===== src/rtl/lcd_scan_pkg.sv =====
// Shared field widths and the shadow configuration record for the
// passive LCD scan timer. Assumes fields are plain binary counts.
package lcd_scan_pkg;
    parameter int DIV_W  = 5;
    parameter int HORZ_W = 9;
    parameter int LINE_W = 10;
    parameter int AC_W   = 8;

    typedef struct packed {
        logic              split;
        logic              wide;
        logic [DIV_W-1:0]  div;
        logic [HORZ_W-1:0] horz;
        logic [LINE_W-1:0] lines;
        logic [AC_W-1:0]   ac;
    } scan_cfg_t;
endpackage


===== src/rtl/lcd_clk_div.sv =====
// Shift-clock prescaler: toggles a phase bit every (div+1) cycles, so the
// phase has period 2*(div+1). Assumes div is stable while run is high,
// except at the period end where the owner may reload it.
module lcd_clk_div #(
    parameter int DIV_W = 5
) (
    input  logic             clk,
    input  logic             rst_n,
    input  logic             run,
    input  logic [DIV_W-1:0] div,
    output logic             phase,
    output logic             period_end
);
    logic [DIV_W-1:0] pre_q;
    logic             tick;

    // Half-period terminal count.
    assign tick       = (pre_q == div);
    assign period_end = run && tick && phase;
    // Advance the prescaler and toggle the phase at each half period.
    always_ff @(posedge clk) begin
        if (!rst_n || !run) begin
            pre_q <= '0;
            phase <= 1'b0;
        end else if (tick) begin
            pre_q <= '0;
            phase <= ~phase;
        end else begin
            pre_q <= pre_q + 1'b1;
        end
    end

    p_pre_bound_r1: assert property (@(posedge clk) disable iff (!rst_n)
        run |-> (pre_q <= div));
    p_phase_hold_r1: assert property (@(posedge clk) disable iff (!rst_n)
        (run && !tick) |=> $stable(phase) || !run);
endmodule


===== src/rtl/lcd_line_scan.sv =====
// Slot and line counters. A line has horz+2 slots; the last slot is the
// line-pulse slot. Emits line_end and frame_end on the final cycle of the
// last slot. Assumes slot_end pulses once per shift-clock period.
module lcd_line_scan #(
    parameter int HORZ_W = 9,
    parameter int LINE_W = 10
) (
    input  logic              clk,
    input  logic              rst_n,
    input  logic              run,
    input  logic              slot_end,
    input  logic [HORZ_W-1:0] horz,
    input  logic [LINE_W-1:0] lines,
    output logic              lp_slot,
    output logic              line_end,
    output logic              frame_end,
    output logic [LINE_W-1:0] line_q
);
    localparam int SLOT_W = HORZ_W + 1;

    logic [SLOT_W-1:0] slot_q;
    logic [SLOT_W-1:0] last_slot;

    assign last_slot = {1'b0, horz} + SLOT_W'(1);
    assign lp_slot   = (slot_q == last_slot);
    assign line_end  = slot_end && lp_slot;
    assign frame_end = line_end && (line_q == lines);

    // Step the slot counter once per shift-clock period.
    always_ff @(posedge clk) begin
        if (!rst_n || !run)   slot_q <= '0;
        else if (line_end)    slot_q <= '0;
        else if (slot_end)    slot_q <= slot_q + 1'b1;
    end

    // Step the line counter at each line end, wrapping at the frame end.
    always_ff @(posedge clk) begin
        if (!rst_n || !run)   line_q <= '0;
        else if (frame_end)   line_q <= '0;
        else if (line_end)    line_q <= line_q + 1'b1;
    end

    p_line_bound_r3: assert property (@(posedge clk) disable iff (!rst_n)
        run |-> (line_q <= lines));
    p_slot_bound_r2: assert property (@(posedge clk) disable iff (!rst_n)
        run |-> (slot_q <= last_slot));
endmodule


===== src/rtl/lcd_ac_gen.sv =====
// AC-drive generator: counts completed lines and inverts its output every
// (div+1) lines. Assumes line_end is a single-cycle pulse.
module lcd_ac_gen #(
    parameter int AC_W = 8
) (
    input  logic            clk,
    input  logic            rst_n,
    input  logic            run,
    input  logic            line_end,
    input  logic [AC_W-1:0] div,
    output logic            ac_q
);
    logic [AC_W-1:0] cnt_q;

    // Count lines and toggle polarity on the terminal count.
    always_ff @(posedge clk) begin
        if (!rst_n || !run) begin
            cnt_q <= '0;
            ac_q  <= 1'b0;
        end else if (line_end) begin
            if (cnt_q == div) begin
                cnt_q <= '0;
                ac_q  <= ~ac_q;
            end else begin
                cnt_q <= cnt_q + 1'b1;
            end
        end
    end

    p_ac_quiet_r4: assert property (@(posedge clk) disable iff (!rst_n)
        (run && !line_end) |=> $stable(ac_q));
endmodule


===== src/rtl/lcd_scan_timer.sv =====
// Top of the passive LCD scan timer. Holds the shadow configuration,
// the run flag and the output gating. Assumes a single clock domain at
// the reference frequency and synchronous active-low reset.
module lcd_scan_timer
    import lcd_scan_pkg::*;
#(
    parameter int DW = DIV_W,
    parameter int HW = HORZ_W,
    parameter int LW = LINE_W,
    parameter int AW = AC_W
) (
    input  logic          clk,
    input  logic          rst_n,
    input  logic          vid_en,
    input  logic          disp_cfg,
    input  logic          invert_cfg,
    input  logic          split_sel,
    input  logic          wide_sel,
    input  logic [DW-1:0] shift_div,
    input  logic [HW-1:0] horz_xfers,
    input  logic [LW-1:0] frame_lines,
    input  logic [AW-1:0] ac_div,
    output logic          shift_clk,
    output logic          line_pulse,
    output logic          frame_pulse,
    output logic          ac_drive,
    output logic [LW-1:0] cur_line,
    output logic          disp_on,
    output logic          invert_out,
    output logic [1:0]    panel_mode
);
    logic          run_q;
    logic          phase;
    logic          slot_end;
    logic          lp_slot;
    logic          line_end;
    logic          frame_end;
    logic          ac_q;
    logic [LW-1:0] line_q;
    logic          split_s, wide_s;
    logic [DW-1:0] div_s;
    logic [HW-1:0] horz_s;
    logic [LW-1:0] lines_s;
    logic [AW-1:0] ac_s;

    // Run flag: one register stage behind vid_en.
    always_ff @(posedge clk) begin
        if (!rst_n) run_q <= 1'b0;
        else        run_q <= vid_en;
    end

    // Shadow configuration: follows inputs while idle, reloads at frame end.
    always_ff @(posedge clk) begin
        if (!rst_n) begin
            split_s <= 1'b0;
            wide_s  <= 1'b0;
            div_s   <= '0;
            horz_s  <= '0;
            lines_s <= '0;
            ac_s    <= '0;
        end else if (!run_q || frame_end) begin
            split_s <= split_sel;
            wide_s  <= wide_sel;
            div_s   <= shift_div;
            horz_s  <= horz_xfers;
            lines_s <= frame_lines;
            ac_s    <= ac_div;
        end
    end

    // Display-on and invert outputs, qualified by the video enable.
    always_ff @(posedge clk) begin
        if (!rst_n) begin
            disp_on    <= 1'b0;
            invert_out <= 1'b0;
        end else begin
            disp_on    <= vid_en && disp_cfg;
            invert_out <= vid_en && invert_cfg;
        end
    end

    lcd_clk_div #(.DIV_W(DW)) u_div (
        .clk        (clk),
        .rst_n      (rst_n),
        .run        (run_q),
        .div        (div_s),
        .phase      (phase),
        .period_end (slot_end)
    );

    lcd_line_scan #(.HORZ_W(HW), .LINE_W(LW)) u_scan (
        .clk       (clk),
        .rst_n     (rst_n),
        .run       (run_q),
        .slot_end  (slot_end),
        .horz      (horz_s),
        .lines     (lines_s),
        .lp_slot   (lp_slot),
        .line_end  (line_end),
        .frame_end (frame_end),
        .line_q    (line_q)
    );

    lcd_ac_gen #(.AC_W(AW)) u_ac (
        .clk      (clk),
        .rst_n    (rst_n),
        .run      (run_q),
        .line_end (line_end),
        .div      (ac_s),
        .ac_q     (ac_q)
    );

    assign shift_clk   = run_q && phase && !lp_slot;
    assign line_pulse  = run_q && lp_slot;
    assign frame_pulse = run_q && (line_q == '0);
    assign ac_drive    = run_q && ac_q;
    assign cur_line    = run_q ? line_q : '0;
    assign panel_mode  = run_q ? {split_s, wide_s} : 2'b00;

    p_lp_no_shift_r2: assert property (@(posedge clk) disable iff (!rst_n)
        line_pulse |-> !shift_clk);
    p_idle_quiet_r5: assert property (@(posedge clk) disable iff (!rst_n)
        !vid_en |=> (!shift_clk && !line_pulse && !frame_pulse && !ac_drive && cur_line == '0));
    p_disp_follow_r6: assert property (@(posedge clk) disable iff (!rst_n)
        disp_on |-> $past(vid_en && disp_cfg));
    p_shadow_hold_r7: assert property (@(posedge clk) disable iff (!rst_n)
        (run_q && vid_en && !frame_end) |=> $stable(horz_s) && $stable(lines_s) && $stable(div_s));
endmodule


===== config.mk =====
export PLATFORM = sky130hd
export DESIGN_NAME = lcd_scan_timer
export DESIGN_NICKNAME = d
export VERILOG_FILES = /design/src/rtl/lcd_scan_pkg.sv /design/src/rtl/lcd_clk_div.sv /design/src/rtl/lcd_line_scan.sv /design/src/rtl/lcd_ac_gen.sv /design/src/rtl/lcd_scan_timer.sv
export SDC_FILE = /design/constraint.sdc
export NUM_CORES = 1
export LEC_CHECK = 0
export CAP_MARGIN = 10
export CELL_PAD_IN_SITES_DETAIL_PLACEMENT = 0
export CELL_PAD_IN_SITES_GLOBAL_PLACEMENT = 1
export CORE_MARGIN = 3
export CORE_UTILIZATION = 40
export CTS_BUF_LIST = sky130_fd_sc_hd__clkbuf_8 sky130_fd_sc_hd__clkbuf_16
export CTS_CLUSTER_SIZE = 14
export DETAILED_ROUTE_END_ITERATION = 12
export GPL_ROUTABILITY_DRIVEN = 0
export HOLD_SLACK_MARGIN = 0.03
export PLACE_DENSITY_LB_ADDON = 0.1
export SETUP_SLACK_MARGIN = 0.3
export SLEW_MARGIN = 20
export SYNTH_ARGS = -nofsm -noshare
export SYNTH_HDL_FRONTEND = slang
export SYNTH_SLANG_ARGS = --single-unit

===== constraint.sdc =====
create_clock -name clk -period 3.8 [get_ports clk]
set_clock_uncertainty 0.1 [all_clocks]
set_input_delay 0.38 -clock clk [delete_from_list [all_inputs] [get_ports clk]]
set_output_delay 0.38 -clock clk [all_outputs]
set_load 0.1 [all_outputs]

==> qor.csv, run 1 <==
stage,metric,value,unit
cells_and_area,P&R area growth vs syn,22.1,%
sta,worst slew pin tran,0.985,ns
synth,Synth Area in Compound Gates,12.3,%
setup_path,CP Capture Type,output port,
global_route,global route total overflow,0,
cells_and_area,Storage cell area,0.00145,mm^2
setup_path,r2r setup slk,0.84,ns
pwr,clock group share of total power,38.4,%
clock_network,CTS Buf Count,9,
place,post-DP HPWL,6190,um
synth,number of synthesized register bits,72,
die,die area,0.0105,mm^2
pwr,combinational power share,11.1,%
clock_network,H-tree depth,3,
sta,minimum clock period after layout,3.32,ns
cells_and_area,"commonest non-fill, non-tap cell in the layout",dfxtp_1,
setup_path,Worst Setup Start Kind,register,
cells_and_area,fill count,889,
synth,"EDFF count, synth",0,
synth,Syn Area/Cell,8.13,um^2
clock_network,Post CTS Setup Buffer Count,0,
synth,Mapped Area,0.00373,mm^2
cells_and_area,Final Util,51.3,%
die,Die Y,103,um
global_route,vias in the first global route,3139,
setup_path,kind of critical path,reg -> out,
synth,Synth Instances,459,
detailed_routing,detailed router's first-iteration violation count,119,
detailed_routing,Via-to-Cell Ratio,5.37,
detailed_routing,Antenna Violating Nets Remaining,0,
sta,"Hold Vio Cnt, Final",0,
die,initial core utilization,42.0,%
detailed_routing,TritonRoute pass-1 iters,4,
run,Max-cap violations,0,
detailed_routing,WL per Instance,14.4,um
place,pre-CTS setup slack,0.532,ns
synth,sequential share of the synthesized area,38.6,%
setup_path,critical-path maximum fanout,10,
clock_network,Max clock buf depth,2,
cells_and_area,nets,546,
synth,mux cell area share after synthesis,0.805,%
pwr,Internal,1.18,mW
run_status,outcome,completed,
pwr,Peak VDD IR,0.000193,V
clock_network,post-cts hold buffer count,0,
sta,Setup WS post-layout,0.480,ns
cells_and_area,Multi-input gate area,0.00215,mm^2
sta,"Slew Viols, Final",0,
pwr,total design power,1.60,mW
detailed_routing,drt drc,0,
global_route,pin count of the biggest net entering global routing,51,
setup_path,crit path DAT,2.84,ns
synth,largest family of logic cells by synthesized area,simple AND/OR/NAND/NOR gates,
detailed_routing,via count,3297,
pwr,part of the power in registers,50.5,%
clock_network,later-pin clock latency in the skew report,0.34,ns
clock_network,CTS root buffer,clkbuf_8,
synth,Simple-Gate Fraction of Synth Area,29.5,%
setup_path,Crit path required time,3.32,ns
cells_and_area,ANT cells,0,
die,I/O pins,57,
pwr,PD cells,350,mW/mm^2
die,core area,0.00889,mm^2
global_route,first-pass GRT wire length,15000,um
sta,total negative slack,0,ns
pwr,P_leak,1.57,nW
global_route,initial antenna violation count,0,
sta,relative slew slack,34.2,%
synth,"Distinct cells, synth",47,
clock_network,CTS Sinks,72,
min_path,Hold/Removal Path Class,reg -> reg,
cells_and_area,most frequent cells in the layout,"dfxtp_1, clkdlybuf4s50_1, nand2_1, nand3_1, o21ai_0",
synth,Synth Net Count,504,
pwr,Psw,0.414,mW
sta,final worst-path cycle share,87.4,%
detailed_routing,total wire length,8830,um
die,Row Count,34,
sta,RSZ-0062 raised after global routing,false,
die,Die X,103,um
pwr,sw frac,25.9,%
synth,Post-Synth XOR/XNOR Area,11.7,%
clock_network,Post-CTS Resized,3,
cells_and_area,share of cells above drive strength 1,8.70,%
synth,Synth warnings,0,
sta,final setup fails,0,
clock_network,Clock transition at path regs,0.08,ns
sta,max frequency,301,MHz
synth,Most used DFF post-synth,dfxtp_1,
synth,Post-synth ARST share,0,%
synth,Post-Synth Adder-Cell Area,2.01,%
clock_network,CTS tree,yes,
global_route,GRT Overall Usage,17.9,%
place,IO buf count,56,
[per-stage QoR]
stage	cells	cell area [um^2]	hold WS (ns)
CTS	614	4550	0.363
detailed placement	598	4330	0.349
global route	614	4560	0.378
finish	614	4560	0.357
global placement	598	4330	0.341
floorplan	459	3730	0.331
[synth_stat cells (4+ instances only)]
master | number | area share (%)
dfxtp_1 | 72 | 39
nand3_1 | 50 | 6.7
nand2_1 | 49 | 4.9
o21ai_0 | 45 | 6.0
nor2_1 | 31 | 3.1
xnor2_1 | 28 | 6.6
clkbuf_1 | 21 | 2.1
xor2_1 | 19 | 4.5
a21oi_1 | 17 | 2.3
and2_1 | 15 | 2.5
inv_1 | 11 | 1.1
nand4_1 | 11 | 1.8
nor4_1 | 9 | 1.5
or4_1 | 8 | 1.6
ha_1 | 6 | 2.0
nor2b_1 | 6 | 1.0
and3_1 | 5 | 0.84
or3_1 | 5 | 0.84
and4_1 | 4 | 0.94
buf_4 | 4 | 0.80
[logic make-up after synthesis]
| group | after synthesis |
|---|---|
| and+or+nand+nor | 209 |
| AOI/OAI and AO/OA | 80 |
| DFF | 72 |
| xor gates and xnor gates | 48 |
| buffers and inverters | 41 |
| adders and majority gates | 6 |
| muxes | 3 |
[state kept, by name (all words and copies together) (netlist names)]
name           count
div_s              5
u_scan.slot_q     10
invert_out         1
run_q              1
disp_on            1
u_div.pre_q        5
u_div.phase        1
wide_s             1
split_s            1
lines_s           10
horz_s             9
u_scan.line_q     10
u_ac.cnt_q         8
u_ac.ac_q          1
ac_s               8
[final cells by class]
type / count / share of cell area (%)
Multi-Input combinational cell: 346 / 47.1
Sequential cell: 72 / 31.7
Timing Repair Buffer: 61 / 13.0
Clock buffer: 10 / 3.02
Tap cell: 108 / 2.96
Clock inverter: 6 / 1.32
Inverter: 11 / 0.906
[routing by layer]
layer | wire, um | track usage, % | vias up
met5 | 0 | 0 | -
li1 | - | - | 1695
met2 | 3930 | 27.5 | 61
met1 | 4280 | 24.2 | 1533
met3 | 502 | 5.14 | 8
met4 | 113 | 5.65 | 0
[critical path: stages (launching register included)]
cell and delay (ns):
dfxtp_2 0.45, ha_4 0.24, a21bo_2 0.23, or4_1 0.40
nand4_1 0.14, nand4b_1 0.24, or3_4 0.43, nor2b_1 0.15
buf_4 0.23
[final timing paths]
path | start | depth (start not counted) | to
worst max-delay path | horz_s[0]$_SDFFE_PN0P_ | 8 | shift_clk
worst min-delay path | split_s$_SDFFE_PN0P_ | 2 | split_s$_SDFFE_PN0P_
worst max register to register | u_div.pre_q[2]$_SDFF_PP0_ | 7 | u_ac.cnt_q[0]$_SDFFE_PP0P_
worst min register to register | split_s$_SDFFE_PN0P_ | 2 | split_s$_SDFFE_PN0P_
[power by group through the flow]
| stage | Sequential, mW | Combinational [mW] | Clock [mW] |
|---|---|---|---|
| after floorplan | 0.819 | 0.112 | 0 |
| after global placement | 0.822 | 0.176 | 0 |
| after detailed placement | 0.823 | 0.178 | 0 |
| after CTS | 0.806 | 0.179 | 0.640 |
| after global routing | 0.811 | 0.198 | 0.665 |
| final | 0.807 | 0.177 | 0.613 |
(Power assumes the default switching activity.)
==> run 2, diff against run 1 <==
--- a/config.mk
+++ b/config.mk
@@ -9,8 +9,7 @@
 export CELL_PAD_IN_SITES_DETAIL_PLACEMENT = 0
 export CELL_PAD_IN_SITES_GLOBAL_PLACEMENT = 1
 export CORE_MARGIN = 3
-export CORE_UTILIZATION = 40
-export CTS_BUF_LIST = sky130_fd_sc_hd__clkbuf_8 sky130_fd_sc_hd__clkbuf_16
+export CORE_UTILIZATION = 36
 export CTS_CLUSTER_SIZE = 14
 export DETAILED_ROUTE_END_ITERATION = 12
 export GPL_ROUTABILITY_DRIVEN = 0
==> constraint.sdc (replaced) <==
create_clock -name clk -period 2.9 [get_ports clk]
set_clock_uncertainty 0.1 [all_clocks]
set_input_delay 0.29 -clock clk [delete_from_list [all_inputs] [get_ports clk]]
set_output_delay 0.29 -clock clk [all_outputs]
set_load 0.1 [all_outputs]
==> run 2 against run 1 <==
Compared with the run above: combinational power up 87%; utilization is 2.2 points higher; wire length up 18%; total power up 36%; critical endpoint is now u_ac.cnt_q[5]$_SDFFE_PP0P_; sequential power increased by 30%; via count up 5.9%; flip-flop and latch count is the same.
==> qor.csv, run 2 (synthesis gave the netlist of run 1 again) <==
stage,metric,value,unit,change
clock_network,CTS root buffer,clkbuf_8,,
cells_and_area,most frequent cells in the layout,"dfxtp_1, nand2_1, buf_4",,
setup_path,worst r2r dst,u_ac.cnt_q[5]$_SDFFE_PP0P_,,
setup_path,r2r setup slk,0.04,ns,-0.80 ns
pwr,P_leak,1.92,nW,+22%
place,post-DP HPWL,6570,um,+6.2%
setup_path,critical path's most frequent cell,buf_4,,
cells_and_area,Non-Filler Instances,680,,+11%
setup_path,CP max-delay cell,or4b_2,,
setup_path,Crit path required time,3.08,ns,-0.24 ns
global_route,vias in the first global route,3188,,+1.6%
clock_network,CTS Buf Count,9,,unchanged
place,IO buf count,56,,unchanged
pwr,sw frac,26.5,%,+0.56 points
global_route,GR peak layer,met2,,
cells_and_area,nets,588,,+7.7%
clock_network,H-tree depth,3,,unchanged
die,die area,0.0116,mm^2,+10%
setup_path,worst reg-to-reg path cell count,10,,+3
global_route,GRT Overall Usage,17.1,%,-0.80 points
detailed_routing,Via-to-Cell Ratio,5.14,,-4.4%
detailed_routing,total wire length,10400,um,+18%
sta,Min Hold Slack,0.353,ns,-0.00381 ns
detailed_routing,Antenna Violating Nets Remaining,0,,unchanged
cells_and_area,ANT cells,0,,unchanged
sta,worst slew pin tran,0.612,ns,-0.372 ns
run,Max-cap violations,0,,unchanged
min_path,hold_sp,split_s$_SDFFE_PN0P_,,
detailed_routing,detailed router's first-iteration violation count,118,,-0.84%
pwr,Psw,0.577,mW,+39%
setup_path,worst-path cell chain,"ha_4, xor3_1, or4_1, nand4_1, buf_4, o21ai_2, nor4_1, buf_4, or4b_2, a21oi_1",,
global_route,met3 Track Usage GR,4.08,%,-1.1 points
sta,relative slew slack,59.1,%,+25 points
place,Inst Count DP,638,,+6.7%
global_route,global route total overflow,0,,unchanged
setup_path,worst r2r src,horz_s[0]$_SDFFE_PN0P_,,
clock_network,Clock transition at path regs,0.07,ns,about the same
die,Die X,108,um,+5.1%
clock_network,CTS Sinks,72,,unchanged
pwr,combinational power share,15.2,%,+4.1 points
clock_network,later-pin clock latency in the skew report,0.35,ns,about the same
min_path,hold path endpoint,split_s$_SDFFE_PN0P_,,
setup_path,crit path DAT,3.04,ns,+0.20 ns
cells_and_area,P&R area growth vs syn,41.8,%,
setup_path,critical-path maximum fanout,6,,-4
die,I/O pins,57,,unchanged
setup_path,Levels on crit path,10,,+2
detailed_routing,WL per Instance,15.4,um,+6.9%
pwr,Peak VDD IR,0.000259,V,+34%
setup_path,family with the most delay on the worst path,simple AND/OR/NAND/NOR gates,,
sta,"Hold Vio Cnt, Final",0,,unchanged
detailed_routing,TritonRoute pass-1 iters,4,,unchanged
global_route,met2 usage,27.0,%,-0.55 points
sta,"Slew Viols, Final",0,,unchanged
sta,minimum clock period after layout,2.86,ns,
setup_path,Critical Path Max Stage Delay,0.57,ns,+0.12 ns
run_status,outcome,completed,,
cells_and_area,largest registers,"lines_s: 10 flops, u_scan.line_q: 10 flops, u_scan.slot_q: 10 flops",,
pwr,PD cells,412,mW/mm^2,+17%
sta,final worst-path cycle share,98.8,%,
pwr,Internal,1.60,mW,+35%
min_path,cell count of the worst hold path,2,,unchanged
die,Die Y,108,um,+5.1%
die,core area,0.00991,mm^2,+11%
setup_path,CP Launch Point,horz_s[0]$_SDFFE_PN0P_,,
global_route,initial antenna violation count,0,,unchanged
global_route,grt met1 use,23.3,%,-0.95 points
pwr,clock group share of total power,36.6,%,-1.8 points
setup_path,CP bufs+invs,2,,+1
clock_network,CTS tree,yes,,
sta,total negative slack,0,ns,unchanged
pwr,part of the power in registers,48.2,%,-2.3 points
cells_and_area,"commonest non-fill, non-tap cell in the layout",dfxtp_1,,
global_route,pin count of the biggest net entering global routing,45,,-12%
setup_path,CP Capture Type,register,,
detailed_routing,via count,3492,,+5.9%
clock_network,Max clock buf depth,2,,unchanged
die,Row Count,36,,+5.9%
detailed_routing,drt drc,0,,unchanged
sta,final setup fails,0,,unchanged
sta,RSZ-0062 raised after global routing,true,,
setup_path,kind of critical path,reg -> reg,,
sta,max frequency,349,MHz,
die,initial core utilization,37.7,%,-4.3 points
min_path,Hold/Removal Path Class,reg -> reg,,
global_route,first-pass GRT wire length,15800,um,+5.3%
setup_path,Worst Setup Start Kind,register,,
cells_and_area,share of cells above drive strength 1,25.8,%,+17 points
[run 2: worst max-delay path by stage]
| stage | to | slack (ns) |
|---|---|---|
| 2_1_floorplan | line_pulse | 0.15 |
| 3_3_place_gp | u_scan.line_q[2]$_SDFFE_PP0P_ | 0.12 |
| 3_5_place_dp | u_scan.line_q[2]$_SDFFE_PP0P_ | 0.10 |
| 4_1_cts | shift_clk | 0.03 |
| 5_1_grt | line_pulse | -0.03 |
| 6_report | u_ac.cnt_q[5]$_SDFFE_PP0P_ | 0.04 |
[run 2: layer usage]
layer / routed length [um] / part of all wire, %
met1: 5120 / 49
met2: 4870 / 47
met3: 353 / 3.4
met4: 97 / 0.93
met5: 0 / 0
[run 2: power groups by stage]
stage	Sequential [mW]	Combinational, mW	Clock (mW)
2_1_floorplan	1.07	0.151	0
3_3_place_gp	1.07	0.252	0
3_5_place_dp	1.07	0.253	0
4_1_cts	1.05	0.268	0.825
5_1_grt	1.05	0.360	0.860
6_report	1.05	0.331	0.798
[run 2: worst min-delay path, stage by stage (launching register included)]
cell	delay [ns]
dfxtp_1	0.31
nand2_1	0.06
o21ai_1	0.05
[run 2: repair_timing]
item / in CTS / in global routing
pin swaps: 5 / 28
endpoints found under the setup margin: 64 / 64
setup buffers: 10 / 6
hold buffers: 0 / 0
gates cloned: 4 / 7
gates resized for setup: 13 / 79
[run 2: stage by stage]
stage                     util (%)  setup WS [ns]  power [mW]  instance area [um^2]
after floorplan                  -          0.153        1.22                  3780
after global placement        45.4          0.118        1.32                  4500
after detailed placement      45.4          0.104        1.33                  4500
after CTS                     49.1         0.0283        2.14                  4860
after global routing          53.4        -0.0283        2.28                  5290
final                         53.4         0.0350        2.18                  5290
[run 2: area by class of cell]
class	count	area (um^2)
sequential	72	1450
multi-input combinational	349	2410
clock inverter	5	56.3
inverter	11	41.3
timing repair buffer	100	1030
fill	957	4620
tap	133	166
clock buffer	10	138
